**config.mk**
```make
export PLATFORM = sky130hd
export DESIGN_NAME = cart_slave
export DESIGN_NICKNAME = d
export VERILOG_FILES = /design/src/rtl/cart_pkg.sv /design/src/rtl/cart_decode.sv /design/src/rtl/cart_engine.sv /design/src/rtl/cart_rom_model.sv /design/src/rtl/cart_slave.sv
export SDC_FILE = /design/constraint.sdc
export NUM_CORES = 1
export LEC_CHECK = 0
export CAP_MARGIN = 15
export CORE_UTILIZATION = 47
export CTS_CLUSTER_SIZE = 25
export DETAILED_ROUTE_END_ITERATION = 10
export PLACE_DENSITY = 0.69
export SYNTH_ARGS = -nofsm -noshare
export SYNTH_HDL_FRONTEND = slang
export SYNTH_SLANG_ARGS = --single-unit
```
**constraint.sdc**
```tcl
create_clock -name clk -period 4.32 [get_ports clk]
set_input_delay 0.864 -clock clk [delete_from_list [all_inputs] [get_ports clk]]
set_output_delay 0.864 -clock clk [all_outputs]
set_load 0.03 [all_outputs]
```
**src/rtl/cart_pkg.sv**
```systemverilog
package cart_pkg;
    // main bank register indices (chip select 0)
    localparam logic [2:0] REG_OFF_LO = 3'd0;
    localparam logic [2:0] REG_OFF_HI = 3'd1;
    localparam logic [2:0] REG_DATA   = 3'd2;
    localparam logic [2:0] REG_DST_LO = 3'd3;
    localparam logic [2:0] REG_DST_HI = 3'd4;
    localparam logic [2:0] REG_LEN    = 3'd5;
    // control bank register index (chip select 1)
    localparam logic [2:0] REG_CTL    = 3'd6;

    typedef struct packed {
        logic wr_main;   // write event, main bank
        logic wr_ctl;    // write event, control bank
        logic pio_done;  // end of data-port read strobe
        logic dma_done;  // end of acknowledged read strobe
    } bus_ev_t;
endpackage

```
**src/rtl/cart_decode.sv**
```systemverilog
module cart_decode
    import cart_pkg::*;
(
    input  logic       clk,
    input  logic       rst_n,
    input  logic       cs0_n,
    input  logic       cs1_n,
    input  logic [2:0] reg_addr,
    input  logic       rd_n,
    input  logic       wr_n,
    input  logic       dack_n,
    output logic       sel_main,
    output logic       sel_ctl,
    output bus_ev_t    ev
);
    typedef struct packed {
        logic rd;
        logic wr;
    } strobe_t;

    strobe_t st_d, st_q;

    assign sel_main = !cs0_n && cs1_n;
    assign sel_ctl  = cs0_n && !cs1_n;

    always_comb begin
        st_d.rd = rd_n;
        st_d.wr = wr_n;
        ev.wr_main  = sel_main && !wr_n && st_q.wr;
        ev.wr_ctl   = sel_ctl  && !wr_n && st_q.wr;
        ev.pio_done = sel_main && (reg_addr == REG_DATA) && rd_n && !st_q.rd;
        ev.dma_done = !dack_n && rd_n && !st_q.rd;
    end

    always_ff @(posedge clk) begin
        if (!rst_n) begin
            st_q <= '{rd: 1'b1, wr: 1'b1};
        end else begin
            st_q <= st_d;
        end
    end
endmodule

```
**src/rtl/cart_engine.sv**
```systemverilog
module cart_engine
    import cart_pkg::*;
#(
    parameter int ADDR_BITS  = 29,
    parameter int CNT_W      = 16,
    parameter int UNIT_BYTES = 32
) (
    input  logic                 clk,
    input  logic                 rst_n,
    input  bus_ev_t              ev,
    input  logic [2:0]           reg_addr,
    input  logic [15:0]          data_in,
    output logic [ADDR_BITS-1:0] ptr,
    output logic                 dreq,
    output logic                 irq
);
    localparam int HI_W       = ADDR_BITS - 16;
    localparam int UNIT_SHIFT = $clog2(UNIT_BYTES / 2);
    localparam int REM_W      = CNT_W + UNIT_SHIFT;
    localparam logic [ADDR_BITS-1:0] STEP = ADDR_BITS'(2);
    localparam logic [REM_W-1:0]     ONE  = REM_W'(1);

    typedef struct packed {
        logic [ADDR_BITS-1:0] ptr;
        logic                 autoinc;
        logic [15:0]          off_lo;
        logic [15:0]          dst_lo;
        logic [ADDR_BITS-1:0] dst;
        logic [REM_W-1:0]     rem;
        logic                 dreq;
        logic                 irq;
    } eng_t;

    eng_t d, q;

    always_comb begin
        d = q;
        if (ev.wr_main) begin
            case (reg_addr)
                REG_OFF_LO: d.off_lo = data_in;
                REG_OFF_HI: begin
                    d.ptr     = {data_in[HI_W-1:0], q.off_lo};
                    d.autoinc = data_in[15];
                end
                REG_DST_LO: d.dst_lo = data_in;
                REG_DST_HI: d.dst    = {data_in[HI_W-1:0], q.dst_lo};
                REG_LEN: begin
                    d.ptr  = q.dst;
                    d.rem  = REM_W'(data_in[CNT_W-1:0]) << UNIT_SHIFT;
                    d.dreq = |data_in[CNT_W-1:0];
                end
                default: ;
            endcase
        end
        if (ev.wr_ctl && reg_addr == REG_CTL) begin
            d.irq = 1'b0;
        end
        if (ev.pio_done && q.autoinc) begin
            d.ptr = q.ptr + STEP;
        end
        if (ev.dma_done && q.dreq) begin
            d.ptr = q.ptr + STEP;
            d.rem = q.rem - ONE;
            if (q.rem == ONE) begin
                d.dreq = 1'b0;
                d.irq  = 1'b1;
            end
        end
    end

    always_ff @(posedge clk) begin
        if (!rst_n) begin
            q <= '0;
        end else begin
            q <= d;
        end
    end

    assign ptr  = q.ptr;
    assign dreq = q.dreq;
    assign irq  = q.irq;

    AST_IRQ_STICKY: assert property (@(posedge clk) disable iff (!rst_n)
        q.irq && !(ev.wr_ctl && reg_addr == REG_CTL) |=> q.irq);
    AST_DMA_PTR_STEP: assert property (@(posedge clk) disable iff (!rst_n)
        ev.dma_done && q.dreq && !ev.wr_main |=> q.ptr == $past(q.ptr) + STEP);
    AST_DMA_REM_STEP: assert property (@(posedge clk) disable iff (!rst_n)
        ev.dma_done && q.dreq && !ev.wr_main |=> q.rem == $past(q.rem) - ONE);
    AST_ZERO_LEN_IDLE: assert property (@(posedge clk) disable iff (!rst_n)
        ev.wr_main && reg_addr == REG_LEN && data_in[CNT_W-1:0] == '0 && !ev.dma_done
        |=> !q.dreq);
    AST_PIO_HOLD: assert property (@(posedge clk) disable iff (!rst_n)
        ev.pio_done && !q.autoinc && !ev.wr_main && !ev.dma_done |=> $stable(q.ptr));
endmodule

```
**src/rtl/cart_rom_model.sv**
```systemverilog
module cart_rom_model #(
    parameter int          ADDR_BITS = 29,
    parameter int          ROM_WORDS = 512,
    parameter logic [15:0] FILL_XOR  = 16'hA5C3
) (
    input  logic [ADDR_BITS-1:0] byte_addr,
    output logic [15:0]          word
);
    localparam logic [ADDR_BITS-1:0] LIMIT = ADDR_BITS'(2 * ROM_WORDS);

    always_comb begin
        if (byte_addr < LIMIT) begin
            word = byte_addr[16:1] ^ FILL_XOR;
        end else begin
            word = 16'hFFFF;
        end
    end
endmodule

```
**src/rtl/cart_slave.sv**
```systemverilog
module cart_slave
    import cart_pkg::*;
#(
    parameter int ADDR_BITS  = 29,
    parameter int CNT_W      = 16,
    parameter int UNIT_BYTES = 32,
    parameter int ROM_WORDS  = 512
) (
    input  logic        clk,
    input  logic        rst_n,
    input  logic        cs0_n,
    input  logic        cs1_n,
    input  logic [2:0]  reg_addr,
    input  logic        rd_n,
    input  logic        wr_n,
    input  logic        dack_n,
    input  logic [15:0] data_in,
    output logic [15:0] data_out,
    output logic        data_oe,
    output logic        dreq,
    output logic        irq
);
    logic                 sel_main;
    logic                 sel_ctl;
    bus_ev_t              ev;
    logic [ADDR_BITS-1:0] ptr;
    logic [15:0]          rom_word;
    logic                 rd_data, rd_stat, rd_dma;

    cart_decode u_decode (
        .clk      (clk),
        .rst_n    (rst_n),
        .cs0_n    (cs0_n),
        .cs1_n    (cs1_n),
        .reg_addr (reg_addr),
        .rd_n     (rd_n),
        .wr_n     (wr_n),
        .dack_n   (dack_n),
        .sel_main (sel_main),
        .sel_ctl  (sel_ctl),
        .ev       (ev)
    );

    cart_engine #(
        .ADDR_BITS  (ADDR_BITS),
        .CNT_W      (CNT_W),
        .UNIT_BYTES (UNIT_BYTES)
    ) u_engine (
        .clk      (clk),
        .rst_n    (rst_n),
        .ev       (ev),
        .reg_addr (reg_addr),
        .data_in  (data_in),
        .ptr      (ptr),
        .dreq     (dreq),
        .irq      (irq)
    );

    cart_rom_model #(
        .ADDR_BITS (ADDR_BITS),
        .ROM_WORDS (ROM_WORDS)
    ) u_rom (
        .byte_addr (ptr),
        .word      (rom_word)
    );

    always_comb begin
        rd_data = !rd_n && sel_main && (reg_addr == REG_DATA);
        rd_stat = !rd_n && sel_ctl  && (reg_addr == REG_CTL);
        rd_dma  = !rd_n && !dack_n && dreq;
        data_oe = rd_data || rd_stat || rd_dma;
        if (rd_stat) begin
            data_out = {14'd0, dreq, irq};
        end else if (rd_data || rd_dma) begin
            data_out = rom_word;
        end else begin
            data_out = 16'd0;
        end
    end

    AST_OE_ONLY_IN_READ: assert property (@(posedge clk) disable iff (!rst_n)
        data_oe |-> !rd_n);
    AST_DREQ_FALL_IRQ: assert property (@(posedge clk) disable iff (!rst_n)
        $fell(dreq) && !$past(wr_n) == 1'b0 |-> irq || $past(!wr_n));
endmodule

```
==> impl_metrics.json, run 1 <==
{
  "worstReg2RegEnd": "u_engine.dreq",
  "power.leakage_nw": 2.06,
  "setup_viol": 0,
  "core_um2": 11000,
  "antenna_found_initial": 0,
  "post_cts.repair.setup_buffers": 0,
  "hold_class": "register to register",
  "grt_pass1_vias": 4767,
  "slew_headroom_pct": 32.5,
  "wl_per_cell_um": 17.8,
  "cp_num_buf_inv": 2,
  "dr_total_vias": 5136,
  "cts-buffers-inserted": 9,
  "die_w_um": 109,
  "powerDensity_nw_per_um2": 334,
  "cts_tree": "done",
  "criticalPathCategory": "input pin to output port",
  "final_cells": 833,
  "worst_pin_slew_ns": 1.01,
  "cp-endpoint": "data_out[14]",
  "synthFlopType": "dfxtp_1",
  "syn_area_um2": 5390,
  "holdBufCountCts": 0,
  "viasPerCell": 6.17,
  "synthesis.nets": 691,
  "gp_congestion": 0.891,
  "drive_gt1_share_pct": 6.64,
  "clk_path_buf_depth": 2,
  "crit_chain": "clkdlybuf4s50_1 -> nand2b_1 -> nor4b_1 -> a21oi_1 -> nor4_1 -> clkdlybuf4s50_1",
  "cts.clk_slew.worst_paths_ns": 0.08,
  "yosysSeqAreaShare_pct": 41.3,
  "drt_iter0_markers": 426,
  "async_flop_share_pct": 0,
  "cp_max_fo": 8,
  "port_buffers": 44,
  "fin_tns_setup_ns": 0,
  "reg2reg_depth": 5,
  "dp.cells": 816,
  "avgSynthCellArea_um2": 8.14,
  "synth-seq-cells": 111,
  "clock.fmax_ghz": 0.253,
  "fin_crit_sh_pct": 91.6,
  "period_needed_ns": 3.96,
  "initial_core_util_pct": 49.0,
  "hold_violations": 0,
  "cp_top_family": "buffers and inverters",
  "grt_usage_pct": 26.5,
  "clock_skew_ns": 0.0112,
  "holdWs_ns": 0.456,
  "grt_max_degree": 97,
  "ctsRootBufferMaster": "clkbuf_16",
  "dp_hpwl_mm": 10.1,
  "yosysTopAreaCell": "dfxtp_1",
  "postRouteAntennaNets": 0,
  "die-area_um2": 11900,
  "endpoint_kind": "output port",
  "status": "complete, no violations",
  "ir_worst_vdd_uv": 278,
  "crit_start": "reg_addr[0]",
  "r2r_slack_ns": 1.71,
  "crit_top_cell": "clkdlybuf4s50_1",
  "dr.pass1.iters": 5,
  "cp.depth": 6,
  "overflow": 0,
  "htreeDepth": 3,
  "synth_commonest_cells": "dfxtp_1, nand2_1, a21oi_1",
  "crit_required_ns": 3.46,
  "critPathArrivalTime_ns": 3.09,
  "drc": 0,
  "nets": 717,
  "synth.most_common_cell": "dfxtp_1",
  "max_stage_delay_ns": 0.74,
  "core.rowCount": 38,
  "rsz0062_at_grt": "false",
  "crit_slowest_cell": "clkdlybuf4s50_1",
  "synthCells": 662,
  "clkLatencyLatePin_ns": 0.35,
  "diodes": 0,
  "die_h_um": 109,
  "yosysUniqueCellTypes": 56,
  "grt_pass1_wl_mm": 24.2,
  "syn_to_final_growth_pct": 16.4,
  "clkSinkCount": 111,
  "synth_top_area_share_pct": 41.3,
  "r2r_start": "u_engine.q[8]",
  "synth.area.top_cells": "dfxtp_1, mux2i_1, a21oi_1, nand2_1, nor2_1",
  "io_pins": 45,
  "yosysWarnings": 0,
  "startpoint_type": "input pin",
  "finalWirelength_mm": 14.8,
  "final_max_slew_viol_count": 0,
  "max_cap_violations": 0,
  "cts_resized": 0,
  "synth_edf_count": 0
}
[layout make-up]
type	instances	area, µm²
multi-input combinational	500	2970
fill	1012	4720
sequential	111	2220
tap	140	175
clock buffer	9	225
inverter	9	33.8
timing repair buffer	57	523
clock inverter	7	118
[state kept, by name, summed over array words and instances (netlist names)]
name,count
u_decode.st_q,2
u_engine.dreq,1
u_engine.irq,1
u_engine.ptr,28
u_engine.q,79
[logic make-up (layout without fill, tap and decap cells)]
| group | after synthesis | in the layout | synth area share [%] |
|---|---|---|---|
| XOR/XNOR | 5 | 5 | 0.813 |
| adder cells (fa/ha/maj) | 3 | 3 | 0.697 |
| AND/OR/NAND/NOR | 269 | 269 | 24.3 |
| AO/OA/AOI/OAI | 181 | 181 | 21.5 |
| multiplexers | 42 | 42 | 7.83 |
| buffers and inverters | 51 | 82 | 3.60 |
| flip-flops | 111 | 111 | 41.3 |
[cell usage in the layout, fill, tap and decap left out, types with 5 or more instances in the layout]
master / count
a211oi_1: 11
o22a_1: 11
clkbuf_16: 9
nor2_1: 70
xor2_1: 5
clkdlybuf4s50_1: 34
a31oi_1: 11
mux2i_1: 41
nor3_1: 9
nand3_1: 25
o211ai_1: 7
o21ai_0: 17
nor4_1: 16
or3_1: 9
a21oi_1: 74
nand4_1: 14
buf_4: 21
o311ai_0: 5
o22ai_1: 13
nand2_1: 83
nand2b_1: 6
inv_1: 7
and3_1: 9
dfxtp_1: 111
[stage by stage]
| stage | cell area [µm²] | power [mW] | worst slack, ns | util [%] |
|---|---|---|---|---|
| floorplan | 5390 | 1.12 | 0.0685 | - |
| global placement | 5920 | 1.19 | 0.503 | 53.9 |
| detailed placement | 5920 | 1.19 | 0.407 | 53.9 |
| CTS | 6260 | 2.10 | 0.388 | 57.0 |
| global route | 6270 | 2.16 | 0.279 | 57.1 |
| finish | 6270 | 2.09 | 0.363 | 57.1 |
[where the power goes]
group | switching (mW) | internal [mW]
Sequential | 0.00481 | 1.03
Clock | 0.405 | 0.521
Combinational | 0.0834 | 0.0502
Total | 0.493 | 1.60
[layer usage]
metal  global-route usage, %  share of wire [%]  vias up
met4                    7.92                2.0        0
met3                    5.26                6.3       28
li1                        -                  -     2490
met1                    35.9                 46     2458
met2                    42.3                 46      160
met5                       0                  0        -
[worst min-delay path by stage]
stage	startpoint	to	slack [ns]	cells after the start
after CTS	u_engine.q[64]	u_engine.q[35]	0.46	2
after floorplan	u_engine.q[54]	u_engine.q[25]	0.43	2
final	u_engine.q[63]	u_engine.q[34]	0.46	2
after global routing	u_engine.q[62]	u_engine.q[33]	0.48	2
after detailed placement	u_engine.q[63]	u_engine.q[34]	0.44	2
after global placement	u_engine.q[55]	u_engine.q[26]	0.44	2
[worst reg2reg max path, delay by kind of cell, from the launching register on]
family / cells / cell delay (ns)
flops: 1 / 0.37
simple gates: 5 / 2.14
Note: power is estimated with default switching activity, not from simulation.
==> run 2, diff against run 1 <==
--- a/config.mk
+++ b/config.mk
@@ -9,6 +9,8 @@
 export CORE_UTILIZATION = 47
 export CTS_CLUSTER_SIZE = 25
 export DETAILED_ROUTE_END_ITERATION = 10
+export GPL_TIMING_DRIVEN = 0
+export HOLD_SLACK_MARGIN = 0.03
 export PLACE_DENSITY = 0.69
 export SYNTH_ARGS = -nofsm -noshare
 export SYNTH_HDL_FRONTEND = slang
==> impl_metrics.json, run 2 (same netlist as run 1, synthesis figures left out) <==
{
  "top_register": "u_engine.q",
  "die_h_um": 109,
  "core_um2": 11000,
  "ir_worst_vdd_uv": 236,
  "holdPathEnd": "u_engine.q[24]",
  "initial_core_util_pct": 49.0,
  "hold_start": "u_engine.q[53]",
  "fin_crit_sh_pct": 93.7,
  "power.leakage_nw": 2.20,
  "viasPerCell": 6.21,
  "hold_class": "register to register",
  "layout_commonest_cell": "dfxtp_1",
  "largest_reg_flops": 79,
  "finalWirelength_mm": 16.5,
  "postLayoutCoreUtil_pct": 57.9,
  "grt_usage_pct": 28.9,
  "criticalPathCategory": "input pin to output port",
  "clk_path_buf_depth": 2,
  "overflow": 0,
  "intPower_mw": 1.56,
  "p_seq_share_pct": 49.8,
  "crit_required_ns": 3.46,
  "dp_hpwl_mm": 12.1,
  "clock_skew_ns": 0.00931,
  "rsz0062_at_grt": "false",
  "io_pins": 45,
  "fin_area_um2": 6360,
  "cp.depth": 7,
  "syn_to_final_growth_pct": 18.0,
  "cts_tree": "done",
  "setup_viol": 0,
  "clkLatencyLatePin_ns": 0.36,
  "sw_frac_of_total_pct": 24.8,
  "hold_depth": 2,
  "postRouteAntennaNets": 0,
  "netSwitchingPower_mw": 0.516,
  "final_cell_mix": "dfxtp_1, nand2_1, a21oi_1, nor2_1, mux2i_1",
  "worstReg2RegEnd": "u_engine.dreq",
  "wl_per_cell_um": 19.1,
  "powerDensity_nw_per_um2": 326,
  "htreeDepth": 3,
  "pwr-share-comb_pct": 6.8,
  "endpoint_kind": "output port",
  "nets": 747,
  "clock.fmax_ghz": 0.247,
  "holdWs_ns": 0.450,
  "grt_pass1_wl_mm": 26.3,
  "max_cap_violations": 0,
  "final_max_slew_viol_count": 0,
  "max_stage_delay_ns": 0.68,
  "core.rowCount": 38,
  "drt_iter0_markers": 393,
  "status": "complete, no violations",
  "r2r_start": "u_engine.q[8]",
  "period_needed_ns": 4.05,
  "cts.clk_slew.worst_paths_ns": 0.08,
  "drc": 0,
  "port_buffers": 43,
  "holdBufCountCts": 0,
  "setup_slack_ns": 0.274,
  "antenna_found_initial": 0,
  "r2r_slack_ns": 1.74,
  "nFillCells": 986,
  "dr.pass1.iters": 6,
  "die_w_um": 109,
  "pre_cts_slack_ns": -0.363,
  "cp_max_fo": 10,
  "total_power_mw": 2.08,
  "slew_headroom_pct": 26.8,
  "crit_top_cell": "clkdlybuf4s50_1",
  "grt_pass1_vias": 5106,
  "worst_pin_slew_ns": 1.09,
  "critPathArrivalTime_ns": 3.18,
  "hold_violations": 0,
  "drive_gt1_share_pct": 3.73,
  "diodes": 0,
  "dpl-instance-area_um2": 5990,
  "crit_slowest_cell": "clkdlybuf4s50_1",
  "clkSinkCount": 111,
  "startpoint_type": "input pin",
  "reg2reg_depth": 6,
  "crit_chain": "clkdlybuf4s50_1 -> nand2b_1 -> nor4b_1 -> a21oi_1 -> nor3_4 -> buf_4 -> clkdlybuf4s50_1",
  "ctsRootBufferMaster": "clkbuf_16",
  "cp_num_buf_inv": 3,
  "cts-buffers-inserted": 9,
  "cp_top_family": "buffers and inverters",
  "grt_max_degree": 21,
  "dr_total_vias": 5356,
  "gp_congestion": 0.944,
  "clkPwrFrac_pct": 43.5,
  "die-area_um2": 11900
}
[run 2: cell types whose count changed in the layout (fill, tap and decap cells not counted), moves of 2 or more]
cell and change:
buf_1 +2, buf_4 -20, clkbuf_1 +38, dlymetal6s2s_1 +9, clkinv_8 -2, buf_2 +2, inv_8 +3
[run 2: power by group through the flow]
stage,combinational [mW],clock (mW),sequential (mW)
after global routing,0.149,0.952,1.03
after CTS,0.138,0.910,1.03
after detailed placement,0.137,0,1.06
final,0.141,0.902,1.03
after floorplan,0.0659,0,1.06
after global placement,0.135,0,1.06
[run 2: through the flow]
stage                     cells  TNS [ns]
final                       863         0
after global routing        863         0
after CTS                   861         0
after detailed placement    845     -3.07
after global placement      845     -2.79
after floorplan             662         0
[run 2: worst max-delay path by stage]
stage           startpoint      endpoint  slack (ns)
6_report       reg_addr[0]  data_out[13]        0.27
5_1_grt        reg_addr[0]  data_out[13]        0.08
4_1_cts        reg_addr[0]   data_out[7]        0.03
3_5_place_dp   reg_addr[0]   data_out[7]       -0.36
3_3_place_gp   reg_addr[0]   data_out[7]       -0.33
2_1_floorplan  reg_addr[2]   data_out[3]        0.07
[run 2: repair_timing]
action | in CTS | in global routing
gates cloned | 0 | 0
setup endpoints to repair | 10 | 10
pin swaps | 0 | 1
setup buffers | 0 | 1
resized for setup | 2 | 9
[run 2: tightest hold or removal path, cell delays in order, from the launching register on]
cell and delay, ns:
dfxtp_1 0.32, nand2_1 0.05, a21oi_1 0.05
[run 2: area by class of cell]
| cell class | count | area (µm²) | share of cell area [%] |
|---|---|---|---|
| Multi-Input combinational cell | 500 | 2980 | 46.9 |
| Sequential cell | 111 | 2220 | 34.9 |
| Timing Repair Buffer | 45 | 465 | 7.32 |
| Clock buffer | 10 | 239 | 3.76 |
| Tap cell | 140 | 175 | 2.75 |
| Buffer | 42 | 160 | 2.52 |
| Clock inverter | 6 | 81.3 | 1.28 |
| Inverter | 9 | 33.8 | 0.531 |
[run 2: metal layers]
layer / up-vias / wire length, µm / part of all wire (%) / track usage (%)
met2: 204 / 7900 / 48 / 49.8
met5: - / 0 / 0 / 0
met3: 50 / 1050 / 6.3 / 5.68
met1: 2543 / 7080 / 43 / 35.1
met4: 0 / 499 / 3.0 / 11.5
li1: 2559 / - / - / -
==> run 3, diff against run 2 <==
--- a/config.mk
+++ b/config.mk
@@ -11,6 +11,7 @@
 export DETAILED_ROUTE_END_ITERATION = 10
 export GPL_TIMING_DRIVEN = 0
 export HOLD_SLACK_MARGIN = 0.03
+export MAX_ROUTING_LAYER = met4
 export PLACE_DENSITY = 0.69
 export SYNTH_ARGS = -nofsm -noshare
 export SYNTH_HDL_FRONTEND = slang
==> impl_metrics.json, run 3 (same netlist as run 1, synthesis figures left out) <==
{
  "finalWirelength_mm": 16.8,
  "viasPerCell": 6.25,
  "gp_congestion": 0.957,
  "fin_crit_sh_pct": 95.2,
  "endpoint_kind": "output port",
  "dr.pass1.iters": 5,
  "worst_pin_slew_ns": 1.23,
  "reg2reg_depth": 6,
  "crit_chain": "clkdlybuf4s50_1 -> nand2b_1 -> nor4b_1 -> a21oi_1 -> nor3_4 -> o21a_1 -> clkdlybuf4s50_1",
  "slew_headroom_pct": 17.0,
  "hold_violations": 0,
  "nets": 748,
  "io_pins": 45,
  "dr_total_vias": 5398,
  "cp_max_fo": 8,
  "drc": 0,
  "pre_cts_slack_ns": -0.445,
  "ctsRootBufferMaster": "clkbuf_16",
  "overflow": 0,
  "status": "complete, no violations",
  "drive_gt1_share_pct": 3.87,
  "clkSinkCount": 111,
  "clock_skew_ns": 0.0141,
  "dp.cells": 845,
  "holdWs_ns": 0.452,
  "crit_required_ns": 3.46,
  "max_stage_delay_ns": 0.66,
  "htreeDepth": 3,
  "grt_pass1_vias": 5078,
  "grt_pass1_wl_mm": 26.4,
  "max_cap_violations": 0,
  "rsz0062_at_grt": "false",
  "clock.fmax_ghz": 0.243,
  "nFillCells": 1005,
  "startpoint_type": "input pin",
  "hold_class": "register to register",
  "clkLatencyLatePin_ns": 0.37,
  "die_w_um": 109,
  "layout_commonest_cell": "dfxtp_1",
  "setup_viol": 0,
  "clk_path_buf_depth": 2,
  "initial_core_util_pct": 49.0,
  "total_power_mw": 2.04,
  "crit_top_cell": "clkdlybuf4s50_1",
  "grt_usage_pct": 30.4,
  "cp_num_buf_inv": 2,
  "final_cells": 864,
  "die_h_um": 109,
  "wl_per_cell_um": 19.4,
  "cts-buffers-inserted": 9,
  "critPathArrivalTime_ns": 3.25,
  "hold_start": "u_engine.q[53]",
  "grt_max_degree": 23,
  "hold_depth": 2,
  "criticalPathCategory": "input pin to output port",
  "worstReg2RegEnd": "u_engine.dreq",
  "cts.clk_slew.worst_paths_ns": 0.09,
  "crit_slowest_cell": "clkdlybuf4s50_1",
  "cp_top_family": "buffers and inverters",
  "port_buffers": 43,
  "ir_worst_vdd_uv": 283,
  "diodes": 0,
  "core_um2": 11000,
  "antenna_found_initial": 0,
  "top_register": "u_engine.q",
  "holdPathEnd": "u_engine.q[24]",
  "core.rowCount": 38,
  "postRouteAntennaNets": 0,
  "drt_iter0_markers": 485,
  "postLayoutCoreUtil_pct": 57.9,
  "dp_hpwl_mm": 12.2,
  "die-area_um2": 11900,
  "r2r_start": "u_engine.q[8]",
  "power.leakage_nw": 2.18,
  "r2r_slack_ns": 1.72,
  "syn_to_final_growth_pct": 18.0,
  "powerDensity_nw_per_um2": 320,
  "period_needed_ns": 4.11,
  "final_max_slew_viol_count": 0,
  "final_cell_mix": "dfxtp_1, nand2_1, a21oi_1, nor2_1, mux2i_1",
  "largest_reg_flops": 79,
  "cts_tree": "done",
  "setup_slack_ns": 0.208
}
==> run 3: tightest hold or removal path, stage by stage, from the launching register on <==
cell	delay [ns]
dfxtp_1	0.32
nand2_1	0.05
a21oi_1	0.05
==> run 3: layer usage <==
| metal | share of wire, % | GRT usage (%) |
|---|---|---|
| met1 | 43 | 36.2 |
| met2 | 48 | 49.6 |
| met3 | 6.0 | 5.92 |
| met4 | 2.9 | 13.5 |
| met5 | 0 | - |
==> run 3: cell type report <==
type                            count  area, µm²  area share [%]
Buffer                             42        160            2.52
Clock buffer                        9        225            3.54
Clock inverter                      7       86.3            1.36
Inverter                            9       33.8           0.531
Multi-Input combinational cell    500       2980            46.9
Sequential cell                   111       2220            35.0
Tap cell                          140        175            2.76
Timing Repair Buffer               46        473            7.44
==> run 3: how the worst max path moves through the flow <==
| stage | start | endpoint | slack (ns) | depth (start not counted) |
|---|---|---|---|---|
| 6_report | reg_addr[0] | data_out[5] | 0.21 | 7 |
| 4_1_cts | reg_addr[0] | data_out[3] | 0.004 | 7 |
| 3_3_place_gp | reg_addr[0] | data_out[7] | -0.33 | 7 |
| 3_5_place_dp | reg_addr[0] | data_out[3] | -0.44 | 7 |
| 5_1_grt | reg_addr[0] | data_out[5] | 0.03 | 7 |
| 2_1_floorplan | reg_addr[2] | data_out[3] | 0.07 | 5 |
==> run 3: power by group <==
| part | internal [mW] | leakage (nW) | switching, mW |
|---|---|---|---|
| clock network | 0.416 | 0.151 | 0.445 |
| registers | 1.03 | 0.895 | 0.00500 |
| logic | 0.0491 | 1.13 | 0.0917 |
| total | 1.49 | 2.18 | 0.542 |
==> run 3: stage by stage <==
step	cell area, µm²	setup TNS, ns
after CTS	6330	0
after detailed placement	5990	-3.48
after floorplan	5390	0
final	6360	0
after global routing	6360	0
after global placement	5990	-2.74
==> run 3: repair_timing <==
| action | 4_1_cts | 5_1_grt |
|---|---|---|
| endpoints found under the setup margin | 10 | 9 |
| buffers inserted | 2 | 1 |
| pin swaps | 1 | 1 |
| hold buffers | 0 | 0 |
| endpoints found under the hold margin | 0 | 0 |
| gates resized for setup | 2 | 8 |
